$ cat src/rtl/nfe_pkg.sv
package nfe_pkg;

    typedef enum logic [1:0] {
        K_CMD  = 2'd0,
        K_ADDR = 2'd1,
        K_DATA = 2'd2,
        K_READ = 2'd3
    } kind_e;

    typedef struct packed {
        kind_e      kind;
        logic [7:0] data;
    } entry_t;

    typedef enum logic [1:0] {
        S_IDLE = 2'd0,
        S_LOW  = 2'd1,
        S_HIGH = 2'd2
    } seq_e;

    localparam int          IRQ_W     = 5;
    localparam int          DLY_W     = 4;
    localparam logic [11:0] CTRL_KEEP = 12'hFF3;

    localparam logic [3:0] RA_CTRL  = 4'd0;
    localparam logic [3:0] RA_STAT  = 4'd1;
    localparam logic [3:0] RA_ISTAT = 4'd2;
    localparam logic [3:0] RA_IMASK = 4'd3;
    localparam logic [3:0] RA_RDATA = 4'd8;
    localparam logic [3:0] RA_CLR   = 4'd9;
    localparam logic [3:0] RA_XCNT  = 4'd10;

    localparam int IB_RDY   = 0;
    localparam int IB_OVF   = 1;
    localparam int IB_DRAIN = 2;
    localparam int IB_RD    = 3;

    function automatic logic is_push(input logic [3:0] a);
        return a[3:2] == 2'b01;
    endfunction

    function automatic kind_e kind_of(input logic [3:0] a);
        return kind_e'(a[1:0]);
    endfunction

endpackage

$ cat src/rtl/nfe_queue.sv
module nfe_queue
    import nfe_pkg::*;
#(
    parameter int DEPTH = 4
) (
    input  logic   clk,
    input  logic   rst,
    input  logic   push,
    input  logic   pop,
    input  entry_t din,
    output entry_t dout,
    output logic   full,
    output logic   empty,
    output logic   drained
);
    localparam int PW = (DEPTH > 1) ? $clog2(DEPTH) : 1;
    localparam int CW = $clog2(DEPTH + 1);

    entry_t        mem [DEPTH];
    logic [PW-1:0] wp, rp;
    logic [CW-1:0] cnt;
    logic          do_push, do_pop;

    assign full    = (cnt == CW'(DEPTH));
    assign empty   = (cnt == '0);
    assign do_push = push && !full;
    assign do_pop  = pop && !empty;
    assign drained = do_pop && !do_push && (cnt == CW'(1));
    assign dout    = mem[rp];

    always_ff @(posedge clk) begin
        if (do_push) mem[wp] <= din;
    end

    always_ff @(posedge clk) begin
        if (rst) begin
            wp  <= '0;
            rp  <= '0;
            cnt <= '0;
        end else begin
            if (do_push) wp <= (wp == PW'(DEPTH - 1)) ? '0 : wp + PW'(1);
            if (do_pop)  rp <= (rp == PW'(DEPTH - 1)) ? '0 : rp + PW'(1);
            cnt <= cnt + CW'(do_push) - CW'(do_pop);
        end
    end
endmodule

$ cat src/rtl/nfe_sync.sv
module nfe_sync #(
    parameter int STAGES = 2
) (
    input  logic clk,
    input  logic rst,
    input  logic d,
    output logic q
);
    logic [STAGES-1:0] sr;

    always_ff @(posedge clk) begin
        if (rst) sr <= '0;
        else     sr <= {sr[STAGES-2:0], d};
    end

    assign q = sr[STAGES-1];
endmodule

$ cat src/rtl/nfe_seq.sv
module nfe_seq
    import nfe_pkg::*;
(
    input  logic             clk,
    input  logic             rst,
    input  logic             avail,
    input  entry_t           head,
    input  logic [DLY_W-1:0] wr_dly,
    input  logic [DLY_W-1:0] rd_dly,
    input  logic [7:0]       din,
    output logic             pop,
    output logic             cyc_done,
    output logic             cap_valid,
    output logic [7:0]       cap_data,
    output logic             cle,
    output logic             ale,
    output logic             we_n,
    output logic             re_n,
    output logic [7:0]       dout,
    output logic             doe
);
    seq_e             st;
    entry_t           cur;
    logic [DLY_W-1:0] cnt;
    logic             active, is_rd;

    assign pop = (st != S_LOW) && avail;

    always_ff @(posedge clk) begin
        if (rst) begin
            st  <= S_IDLE;
            cur <= '0;
            cnt <= '0;
        end else if (st == S_LOW) begin
            if (cnt == '0) st  <= S_HIGH;
            else           cnt <= cnt - DLY_W'(1);
        end else if (avail) begin
            cur <= head;
            st  <= S_LOW;
            cnt <= (head.kind == K_READ) ? rd_dly : wr_dly;
        end else begin
            st <= S_IDLE;
        end
    end

    assign active    = (st != S_IDLE);
    assign is_rd     = (cur.kind == K_READ);
    assign cyc_done  = (st == S_LOW) && (cnt == '0);
    assign cap_valid = cyc_done && is_rd;
    assign cap_data  = din;
    assign we_n      = !((st == S_LOW) && !is_rd);
    assign re_n      = !((st == S_LOW) && is_rd);
    assign cle       = active && (cur.kind == K_CMD);
    assign ale       = active && (cur.kind == K_ADDR);
    assign doe       = active && !is_rd;
    assign dout      = doe ? cur.data : 8'h00;
endmodule

$ cat src/rtl/nand_cmd_frontend.sv
module nand_cmd_frontend
    import nfe_pkg::*;
#(
    parameter int QDEPTH      = 4,
    parameter int CLR_CYCLES  = 3,
    parameter int SYNC_STAGES = 2,
    parameter int CNT_W       = 16
) (
    input  logic        clk,
    input  logic        rst,
    input  logic        hwr,
    input  logic [3:0]  hwaddr,
    input  logic [15:0] hwdata,
    input  logic [3:0]  hraddr,
    output logic [15:0] hrdata,
    output logic        irq,
    output logic        nand_cle,
    output logic        nand_ale,
    output logic        nand_we_n,
    output logic        nand_re_n,
    output logic [7:0]  nand_dout,
    output logic        nand_doe,
    input  logic [7:0]  nand_din,
    input  logic        nand_rb
);
    localparam int CLW = $clog2(CLR_CYCLES + 1);

    logic [11:0]      ctrl_q;
    logic [IRQ_W-1:0] istat, imask, iset, iclr;
    logic [7:0]       rdata;
    logic [CLW-1:0]   clr_left;
    logic [CNT_W-1:0] xcnt;
    logic             clr_busy;

    logic   push, push_full, full, empty, drained, pop;
    entry_t q_in, q_head;
    logic   rb_s, rb_prev;
    logic   cyc_done, cap_valid;
    logic [7:0] cap_data;

    assign push      = hwr && is_push(hwaddr);
    assign push_full = push && full;
    assign q_in      = '{kind: kind_of(hwaddr), data: hwdata[7:0]};

    nfe_queue #(.DEPTH(QDEPTH)) u_queue (
        .clk(clk), .rst(rst), .push(push), .pop(pop), .din(q_in),
        .dout(q_head), .full(full), .empty(empty), .drained(drained)
    );

    nfe_seq u_seq (
        .clk(clk), .rst(rst), .avail(!empty), .head(q_head),
        .wr_dly(ctrl_q[11:8]), .rd_dly(ctrl_q[7:4]), .din(nand_din),
        .pop(pop), .cyc_done(cyc_done), .cap_valid(cap_valid), .cap_data(cap_data),
        .cle(nand_cle), .ale(nand_ale), .we_n(nand_we_n), .re_n(nand_re_n),
        .dout(nand_dout), .doe(nand_doe)
    );

    nfe_sync #(.STAGES(SYNC_STAGES)) u_rb (
        .clk(clk), .rst(rst), .d(nand_rb), .q(rb_s)
    );

    always_comb begin
        iset           = '0;
        iset[IB_RDY]   = rb_s && !rb_prev;
        iset[IB_OVF]   = push_full;
        iset[IB_DRAIN] = drained;
        iset[IB_RD]    = cap_valid;
        iclr = (hwr && hwaddr == RA_ISTAT) ? hwdata[IRQ_W-1:0] : '0;
    end

    assign clr_busy = (clr_left != '0);

    always_ff @(posedge clk) begin
        if (rst) begin
            ctrl_q   <= '0;
            imask    <= '0;
            istat    <= '0;
            rdata    <= '0;
            rb_prev  <= 1'b0;
            clr_left <= '0;
            xcnt     <= '0;
        end else begin
            rb_prev <= rb_s;
            istat   <= (istat & ~iclr) | iset;
            if (hwr && hwaddr == RA_CTRL)  ctrl_q <= hwdata[11:0] & CTRL_KEEP;
            if (hwr && hwaddr == RA_IMASK) imask  <= hwdata[IRQ_W-1:0];
            if (cap_valid) rdata <= cap_data;
            if (hwr && hwaddr == RA_CLR && hwdata[0]) clr_left <= CLW'(CLR_CYCLES);
            else if (clr_busy)                        clr_left <= clr_left - CLW'(1);
            if (clr_busy)      xcnt <= '0;
            else if (cyc_done) xcnt <= xcnt + CNT_W'(1);
        end
    end

    assign irq = |(istat & imask);

    always_comb begin
        case (hraddr)
            RA_CTRL:  hrdata = {4'b0, ctrl_q};
            RA_STAT:  hrdata = {11'b0, empty, 1'b0, 1'b0, full, rb_s};
            RA_ISTAT: hrdata = 16'(istat);
            RA_IMASK: hrdata = 16'(imask);
            RA_RDATA: hrdata = {8'b0, rdata};
            RA_CLR:   hrdata = {15'b0, clr_busy};
            RA_XCNT:  hrdata = 16'(xcnt);
            default:  hrdata = 16'h0000;
        endcase
    end
endmodule

$ cat config.mk
export PLATFORM = sky130hd
export DESIGN_NAME = nand_cmd_frontend
export DESIGN_NICKNAME = d
export VERILOG_FILES = /design/src/rtl/nfe_pkg.sv /design/src/rtl/nfe_queue.sv /design/src/rtl/nfe_sync.sv /design/src/rtl/nfe_seq.sv /design/src/rtl/nand_cmd_frontend.sv
export SDC_FILE = /design/constraint.sdc
export NUM_CORES = 1
export LEC_CHECK = 0
export ABC_AREA = 1
export BUFFER_PORTS_ARGS = -buffer_cell sky130_fd_sc_hd__buf_2
export CORE_MARGIN = 2
export CORE_UTILIZATION = 35
export DETAILED_ROUTE_END_ITERATION = 12
export PLACE_DENSITY = 0.62
export SLEW_MARGIN = 10
export SYNTH_ARGS = -nofsm -noshare
export SYNTH_HDL_FRONTEND = slang
export SYNTH_HIERARCHICAL = 1
export SYNTH_SLANG_ARGS = --single-unit
$ cat constraint.sdc
create_clock -name clk -period 5.4 [get_ports clk]
set_input_delay 1.62 -clock clk [delete_from_list [all_inputs] [get_ports clk]]
set_output_delay 1.62 -clock clk [all_outputs]
set_load 0.005 [all_outputs]
# Yosys cells after proc, flatten, opt, wreduce, memory -nomap -nowiden
# Memories as Yosys holds them, arrays and structs flattened. A register that Yosys moved wholly into a read port is not among the register bits.
# Cells that the tools add are included.
# totals
word_cells	108
memories	1
in_bits	36
ramBits	40
output_inout_bits	30
reg_bits	72
# memory_table
name	depth	word_bits	rd	rd_clocked_by_memory_dff	write_ports	line	source
u_queue.mem	4	10	1	1	1	nfe_queue.sv:19	entry_t mem [DEPTH];
# op_classes
eq_ne	22
muxes	18
n_reduce_logical	39
addsub	7
bitwise_logic	6
# ops
operator	n
$pmux W16 S7	1
$logic_and A1 B1 Y1	20
$add A16 B1 Y16 const B	1
$eq A4 B2 Y1 const B	4
$eq A4 B4 Y1 const B	4
$mux W2	8
$mux W4	4
$logic_not A4 Y1	3
$and A5 B5 Y5	2
$eq A2 B2 Y1 const B	4
$mux W8	1
$logic_not A1 Y1	7
$eq A2 B1 Y1 const B	3
$reduce_bool A2 Y1	3
$mux W5	1
$not A5 Y5	1
$or A5 B4 Y5	1
$reduce_or A5 Y1	1
$add A2 B1 Y2 const B	2
$eq A4 B1 Y1 const B	1
$ne A2 B1 Y1 const B	2
$ne A2 B2 Y1 const B	2
$reduce_and A2 Y1	2
$sub A4 B1 Y4 const B	1
10 further kinds	13

# Logic depth before layout (Yosys ltp)
# Gate-level depths: netlist of run 1.
# logic_depth
depth_word	7
ltp_mapped	15
ltp_nobuf	15

# By module
# The synthesis of run 1 kept the hierarchy.
# modules_own_cells
module	n_inst	area_per_inst_um2	cells_per_inst	seq_area_each_um2
nand_cmd_frontend	1	2303.5	352	940.9
nfe_queue	1	2009.4	173	1381.3
nfe_seq	1	949.7	144	320.3
nfe_sync	1	55.1	6	40.0

# Least setup slack after synthesis of run 1
# No wires, ideal clock.
# synth_path
kind	input to output
startpoint	input port hraddr[2]
endpoint	output port hrdata[1]
path_buffers	1
arrival_time_ps	2264
required_ps	3780
path_stages	8
setup_slack_ps	1516
path_cell_list	inv_1 > nand2_1 > inv_1 > nand2_1 > buf_2 > nor2_1 > nor3_1 > nand2_1
# synth_between
elab_chain_cells	2
elab_cells_between_ends	8
cone_classes	eq/ne: 6; mux: 1; reduce/logical: 1
# synth_lines
element	line	source
from (decl)	nand_cmd_frontend.sv:14	input logic [3:0] hraddr,
$eq A4 B4 Y1 (tied with other cells)	nand_cmd_frontend.sv:98	case (hraddr)
$pmux W16 S7 (*)	nand_cmd_frontend.sv:98	
to (decl)	nand_cmd_frontend.sv:15	output logic [15:0] hrdata,
# Every way passes the cells marked *; elsewhere a longest branch is shown, timed or not.

# Worst setup path after layout of run 1
# layout_path
startpoint	input port hraddr[2]
endpoint	output port hrdata[4]
# Same word-level chain as after synthesis.

==> run metrics, run 1 <==
Min-Delay Path Class flip-flop to flip-flop; worst rel slew slack 33.6%; P per Cell Area 464 nW/µm²; Remaining DRCs 0; Final Hold Vio Count 0; XOR/XNOR Fraction of Synth Area 0.824%; Int Power 2.01 mW; Crit. End Element primary output; asr flop ratio synth 0%; post-CTS setup buffer count 0; Worst EP required 3.78 ns; Final min period 4.49 ns; # diodes 0; HPWL after DPL 8530 µm; vias in the first global route 4105; switching pwr 0.922 mW; Switching Share 31.5%; Synth Register Bits 114; Startpoint Class input pin; drt pass-1 iters 4; top_reg_cell synth dfxtp_1; run status finished, final reports clean; top cells by count, synth 123 x nor2_1, 108 x inv_1, 97 x nand2_1; clock power share 39.2%; VDD IR-drop max 0.000324 V; Max FO, Critical Path 12; CP Data Arrival Time 2.87 ns; Gate power share 24.4%; Synth Area in Compound Gates 12.8%; total power after layout 2.93 mW; CORE AREA 15000 µm²; clk root buf clkbuf_16; largest net degree at the start of global routing 25; Setup CP Type input pin to primary output; clock latency on the worst-skew pair 0.41 ns; WL per Instance 12.9 µm; TritonCTS Buffers 17; CTS resizes 0; Tightest Pin Transition 0.993 ns; Final Max Tran Viols 0; sequential fraction of the synthesis area 50.4%; GR Overflow Total 0; Simple-Gate Fraction of Synth Area 22.4%; Setup TNS Final 0 ns; layout cells sized above 1 14.9%; fmax 223 MHz; routability cong. 0.801; Yosys cell types 35; GRT Util Overall 15.8%; port bufs 61; post-synth top area share 27.9%; top-count cell post-synth nor2_1; synthesized area 5320 µm²; die extent in y 127 µm; Starting Density 35.4%; I/O pins 66; mux contribution to synthesized area 0%; RSZ-0062 raised after global routing no; Area Overhead vs Synth 18.8%; drt total wl 12000 µm; Synth area leader dfxtp_1; max-cap violation count 0; Final Cycle Share 83.2%; post-route ant nets 0; first-pass GRT wire length 20000 µm; Fill cells 1524; vias per cell 4.66; Vias 4348; largest family of logic cells by synthesized area simple AND/OR/NAND/NOR gates; initial antenna violation count 0; Reg area 2680 µm²; DIE AREA 16200 µm²; Max Buffers Root-to-Sink 2; adder-cell share of the synthesized area 2.73%; Synth area leaders dfxtp_1 28%, edfxtp_1 23%, nor2_1 8.7%; Rows 45; Mean Syn Cell Area 7.88 µm²; clk sinks 114; cells after synthesis 675; Nets 779; number of synthesized flops with an enable pin 40; Syn. warnings 6; Setup Skew 0.00552 ns; CTS tree yes; Final setup viols 0; initial drt markers 311; DIE WIDTH 127 µm; Syn Nets 722; Clock transition at path regs 0.05 ns; sequential share of power 36.4%; H-tree lvl count 4; Pleak 2.66 nW; Hold Buf Count CTS 0; multi-input combinational cell area 2060 µm²
sequential cells by signal (all words and copies together), names as in the netlist, named ones only:
register     cells
xcnt            16
u_seq/st         2
imask            5
rdata            8
u_queue/mem     40
u_seq/cnt        4
rb_prev          1
u_rb/sr          2
u_queue/cnt      3
u_queue/wp       2
u_queue/rp       2
istat            5
clr_left         2
ctrl_q          10
u_seq/cur       10
critical path: stages:
cell     delay (ns)
buf_2          0.09
inv_1          0.04
nand2_1        0.05
inv_1          0.06
nand2_1        0.35
inv_1          0.22
nand2_1        0.10
nand2_1        0.05
nor2_1         0.10
nand2_1        0.07
buf_2          0.13
cell type report:
cell class,instances,area share (%)
sequential,114,42.5
multi-input combinational,425,32.6
clock buffer,20,7.07
inverter,113,6.71
timing repair buffer,61,4.83
tap,188,3.72
clock inverter,12,2.57
routing by layer:
layer  vias to the layer above  global-route usage [%]  wire length, µm
met5                         -                       0                0
met3                        15                    3.89              474
met2                        97                    24.8             5330
met1                      1961                    21.2             6030
li1                       2275                       -                -
met4                         0                    5.82              174
cells by family after synthesis:
kind of cell             Yosys count
buffers and inverters            136
XOR/XNOR                           5
flip-flops                       114
adder cells (fa/ha/maj)           11
AO/OA/AOI/OAI                    129
AND/OR/NAND/NOR                  280
power by group through the flow:
stage               clock [mW]  combinational [mW]  sequential [mW]
finish                    1.15               0.715             1.07
global route              1.21               0.844             1.08
CTS                       1.17               0.722             1.07
detailed placement           0               0.713             1.08
global placement             0               0.703             1.08
floorplan                    0               0.596             1.05
cell usage in the layout, fill, tap and decap left out, types with 3 or more instances in the layout:
master / netlist / routed
a21oi_1: 43 / 43
buf_2: 7 / 61
bufinv_16: 0 / 4
clkbuf_16: 0 / 17
clkinv_1: 1 / 3
clkinv_2: 0 / 4
dfxtp_1: 74 / 74
edfxtp_1: 40 / 40
ha_1: 10 / 10
inv_1: 108 / 108
inv_2: 4 / 4
nand2_1: 97 / 97
nand2_2: 7 / 7
nand2_4: 3 / 3
nand3_1: 25 / 25
nand4_1: 5 / 5
nor2_1: 123 / 123
nor2_2: 3 / 3
nor2_4: 3 / 3
nor3_1: 8 / 8
o21ai_0: 66 / 66
o221ai_1: 3 / 3
o22ai_1: 14 / 14
xor2_1: 3 / 3
through the flow:
stage | hold slack [ns] | util, % | cells | cell area (µm²) | setup slack (ns)
final | 0.403 | 42.0 | 933 | 6320 | 0.909
after floorplan | 0.388 | - | 675 | 5320 | 1.52
after CTS | 0.405 | 42.0 | 933 | 6320 | 0.910
after global routing | 0.439 | 42.0 | 933 | 6320 | 0.757
after detailed placement | 0.398 | 38.0 | 901 | 5710 | 0.914
after global placement | 0.390 | 38.0 | 901 | 5710 | 0.902
worst paths after layout:
| path | start | end | slack [ns] | cells after the start |
|---|---|---|---|---|
| max | hraddr[2] | hrdata[4] | 0.91 | 11 |
| min | u_rb/sr[0] | u_rb/sr[1] | 0.40 | 2 |
| max reg2reg | u_queue/cnt[1] | u_queue/cnt[2] | 3.04 | 15 |
| min reg2reg | u_rb/sr[0] | u_rb/sr[1] | 0.40 | 2 |
No activity file was read; power rests on OpenSTA's default activity.
==> run 2, diff against run 1 <==
==> constraint.sdc (replaced) <==
create_clock -name clk -period 4.42 [get_ports clk]
set_input_delay 1.326 -clock clk [delete_from_list [all_inputs] [get_ports clk]]
set_output_delay 1.326 -clock clk [all_outputs]
set_load 0.005 [all_outputs]
==> run metrics, run 2 (synthesis results as in run 1) <==
post-CTS setup buffer count 0; CTS tree yes; Setup TNS Final 0 ns; Largest regs u_queue/mem (40), xcnt (16); layout cells sized above 1 15.4%; Critical Path Max Stage Delay 0.28 ns; routability cong. 0.827; Setup CP Type input pin to primary output; Pleak 2.66 nW; GR Overflow Total 0; Starting Density 35.4%; commonest cells after routing, fill and taps aside 123 x nor2_1, 108 x inv_1, 97 x nand2_1; CORE AREA 15000 µm²; Final setup viols 0; largest net degree at the start of global routing 25; Final Max Tran Viols 0; CP Cell Sequence buf_2, nor2_1, nand2_1, o22ai_1, nor2_1, nand2_1, buf_2; Crit-path slowest cell nand2_1; vias in the first global route 4070; VDD IR-drop max 0.000324 V; I/O pins 66; Switching Share 32.4%; Min-Delay Path Class flip-flop to flip-flop; clk root buf clkbuf_16; post-route ant nets 0; Tightest Pin Transition 1.03 ns; Rows 45; critical path buffer and inverter count 2; Max FO, Critical Path 10; HPWL after DPL 8540 µm; Hold Buf Count CTS 0; vias per cell 4.68; worst hold path startpoint u_rb/sr[0]; Final min period 3.79 ns; initial drt markers 270; Gate power share 24.8%; CP Data Arrival Time 2.46 ns; sequential share of power 35.8%; commonest non-fill, non-tap cell in the layout nor2_1; port bufs 61; clock latency on the worst-skew pair 0.42 ns; Final Cycle Share 85.6%; # diodes 0; Remaining DRCs 0; GRT Util Overall 15.8%; run status finished, final reports clean; Vias 4379; Max Buffers Root-to-Sink 2; drt total wl 12100 µm; initial antenna violation count 0; fmax 264 MHz; Final Hold Vio Count 0; Most flops, register u_queue/mem; Worst Hold Slack 0.399 ns; CTS resizes 0; WL per Instance 12.9 µm; Area Overhead vs Synth 19.2%; Worst EP required 3.09 ns; Final Instance Count excl. Fillers 935; Nets 781; Startpoint Class input pin; Clock transition at path regs 0.06 ns; H-tree lvl count 4; Crit path max-delay family simple AND/OR/NAND/NOR gates; reg2reg start u_queue/cnt[1]; Setup Skew 0.00802 ns; DIE AREA 16200 µm²; Setup crit start hraddr[3]; clock power share 39.4%; DIE WIDTH 127 µm; drt pass-1 iters 5; worst rel slew slack 31.3%; switching pwr 1.16 mW; Int Power 2.43 mW; RSZ-0062 raised after global routing no; Crit. End Element primary output; first-pass GRT wire length 19800 µm; Inst Count DP 903; clk sinks 114; TritonCTS Buffers 17; max-cap violation count 0; max reg flops 40; P per Cell Area 566 nW/µm²; die extent in y 127 µm
[run 2: cell count changes in the layout (fill, tap and decap cells not counted), sizes merged]
cell / before / now
clkinv: 7 / 4
inv: 112 / 113
clkinvlp: 2 / 4
buf: 61 / 63
bufinv: 4 / 3
clkbuf: 20 / 21
[run 2: worst min-delay path, cell delays in order (launching register included)]
cell and delay [ns]:
dfxtp_1 0.29, inv_1 0.04, nor2_1 0.03
[run 2: final timing paths]
check,endpoint,slack [ns],cells past startpoint
setup reg to reg,u_queue/cnt[2],2.08,14
hold / removal,u_rb/sr[1],0.40,2
setup / recovery,hrdata[4],0.63,7
hold reg to reg,u_rb/sr[1],0.40,2
[run 2: routing by layer]
layer	share of wire (%)	wire [µm]	vias up	track usage, %
met5	0	0	-	0
met4	1.9	234	0	6.21
met3	5.1	615	22	4.19
met2	44	5340	100	24.4
met1	49	5910	1979	21.2
li1	-	-	2278	-
[run 2: cell type report]
| cell class | count | area, µm² |
|---|---|---|
| fill | 1524 | 8690 |
| sequential | 114 | 2680 |
| multi-input combinational | 425 | 2060 |
| clock buffer | 21 | 460 |
| inverter | 113 | 424 |
| timing repair buffer | 63 | 320 |
| tap | 188 | 235 |
| clock inverter | 11 | 155 |
[run 2: power groups by stage]
stage	clock network [mW]	registers, mW	logic (mW)
floorplan	0	1.28	0.728
global placement	0	1.30	0.884
detailed placement	0	1.30	0.889
CTS	1.43	1.28	0.897
global route	1.48	1.30	1.05
finish	1.41	1.28	0.891
[run 2: per-stage QoR]
stage                     util, %  worst slack, ns  power [mW]  area [µm²]
final                        42.2            0.634        3.59        6340
after detailed placement     38.1            0.645        2.19        5720
after global placement       38.1            0.710        2.19        5720
after floorplan                 -             1.12        2.01        5320
after CTS                    42.2            0.643        3.61        6340
after global routing         42.2            0.537        3.82        6340
==> run 3, diff against run 2 <==
--- a/config.mk
+++ b/config.mk
@@ -11,6 +11,7 @@
 export CORE_UTILIZATION = 35
 export DETAILED_ROUTE_END_ITERATION = 12
 export PLACE_DENSITY = 0.62
+export RECOVER_POWER = 100
 export SLEW_MARGIN = 10
 export SYNTH_ARGS = -nofsm -noshare
 export SYNTH_HDL_FRONTEND = slang
==> run metrics, run 3 (synthesis results as in run 1) <==
drt total wl 12100 µm; first-pass GRT wire length 19800 µm; Max FO, Critical Path 10; Final Instance Count excl. Fillers 935; Pleak 2.53 nW; Largest regs u_queue/mem (40), xcnt (16); Most flops, register u_queue/mem; P per Cell Area 570 nW/µm²; Setup crit start hraddr[2]; RSZ-0062 raised after global routing no; Place WS 0.645 ns; initial antenna violation count 0; VDD IR-drop max 0.000323 V; Crit. End Element primary output; Min-Delay Path Class flip-flop to flip-flop; initial drt markers 313; largest net degree at the start of global routing 25; Final Cycle Share 88.4%; DP Area 5720 µm²; DR WL met3 533 µm; clock latency on the worst-skew pair 0.42 ns; worst rel slew slack 31.5%; Critical Path Max Stage Delay 0.43 ns; post-CTS setup buffer count 0; DIE WIDTH 127 µm; Top Layer Used met4; reg2reg setup slack 1.99 ns; CTS tree yes; most frequent CP cell nand2_1; post-route worst setup slack 0.515 ns; Final Max Tran Viols 0; Setup CP Type input pin to primary output; layout cells sized above 1 10.4%; Vias 4400; Final setup viols 0; Final min period 3.91 ns; met2 wire len 5360 µm; CTS resizes 0; Tightest Pin Transition 1.02 ns; Remaining DRCs 0; vias in the first global route 4070; DIE AREA 16200 µm²; Nets 781; Crit path max-delay family buffers and inverters; Inst Count DP 903; vias per cell 4.71; design area 6280 µm²; Startpoint Class input pin; # diodes 0; Reg-to-Reg End rdata[1]; commonest cells after routing, fill and taps aside 124 x nor2_1, 108 x inv_1, 99 x nand2_1; Worst EP required 3.09 ns; WL met1 6000 µm; WL per Instance 13.0 µm; Rows 45; routability cong. 0.827; drt pass-1 iters 5; run status finished, final reports clean; utilization after layout 41.8%; instance count on the critical path 10; r2r worst-path depth 7; CP Cell Sequence buf_2, inv_1, nand2_1, inv_1, nand2_1, clkbuf_1, nor2_1, nor3_1, nand2_1, buf_2; critical path buffer and inverter count 5; GR Overflow Total 0; fmax 256 MHz; max-cap violation count 0; Setup Skew 0.00795 ns; HPWL after DPL 8540 µm; CORE AREA 15000 µm²; Clock transition at path regs 0.06 ns; max reg flops 40; Area Overhead vs Synth 18.0%; CP Data Arrival Time 2.58 ns; Final Hold Vio Count 0; Hold Buf Count CTS 0; H-tree lvl count 4; Starting Density 35.4%; Setup crit end hrdata[1]; total power after layout 3.58 mW; port bufs 61; post-route ant nets 0; clk root buf clkbuf_16; GRT Util Overall 15.8%; I/O pins 66; Max Buffers Root-to-Sink 2; Worst Hold Slack 0.398 ns; Crit-path slowest cell clkbuf_1; TritonCTS Buffers 17; Setup TNS Final 0 ns; commonest non-fill, non-tap cell in the layout nor2_1; clk sinks 114; die extent in y 127 µm; reg2reg start u_seq/st[0]
-- run 3: worst register-to-register path, delay by kind of cell (launching register included) --
family | cells | cell delay (ns)
and+or+nand+nor | 3 | 1.10
DFF | 1 | 0.40
buffers and inverters | 2 | 0.50
AOI/OAI and AO/OA | 2 | 0.32
-- run 3: area by class of cell --
class	count	area [µm²]
Clock buffer	21	460
Clock inverter	11	155
Fill cell	1542	8760
Inverter	113	424
Multi-Input combinational cell	425	2040
Sequential cell	114	2680
Tap cell	188	235
Timing Repair Buffer	63	275
-- run 3: how the worst min path moves through the flow --
| stage | start | end | slack, ns | depth (start not counted) |
|---|---|---|---|---|
| 3_5_place_dp | u_rb/sr[0] | u_rb/sr[1] | 0.39 | 2 |
| 3_3_place_gp | u_rb/sr[0] | u_rb/sr[1] | 0.39 | 2 |
| 4_1_cts | u_rb/sr[0] | u_rb/sr[1] | 0.40 | 2 |
| 6_report | u_rb/sr[0] | u_rb/sr[1] | 0.40 | 2 |
| 2_1_floorplan | u_rb/sr[0] | u_rb/sr[1] | 0.39 | 2 |
| 5_1_grt | u_rb/sr[0] | u_rb/sr[1] | 0.43 | 2 |
-- run 3: report_power, final --
group	total, mW	internal (mW)	switching, mW
logic	0.880	0.296	0.584
clock network	1.41	0.919	0.494
registers	1.28	1.20	0.0782
-- run 3: layer usage --
layer	vias to the layer above	global-route usage, %
met5	-	0
met4	0	6.21
met3	21	4.19
met2	88	24.4
met1	2014	21.2
li1	2277	-
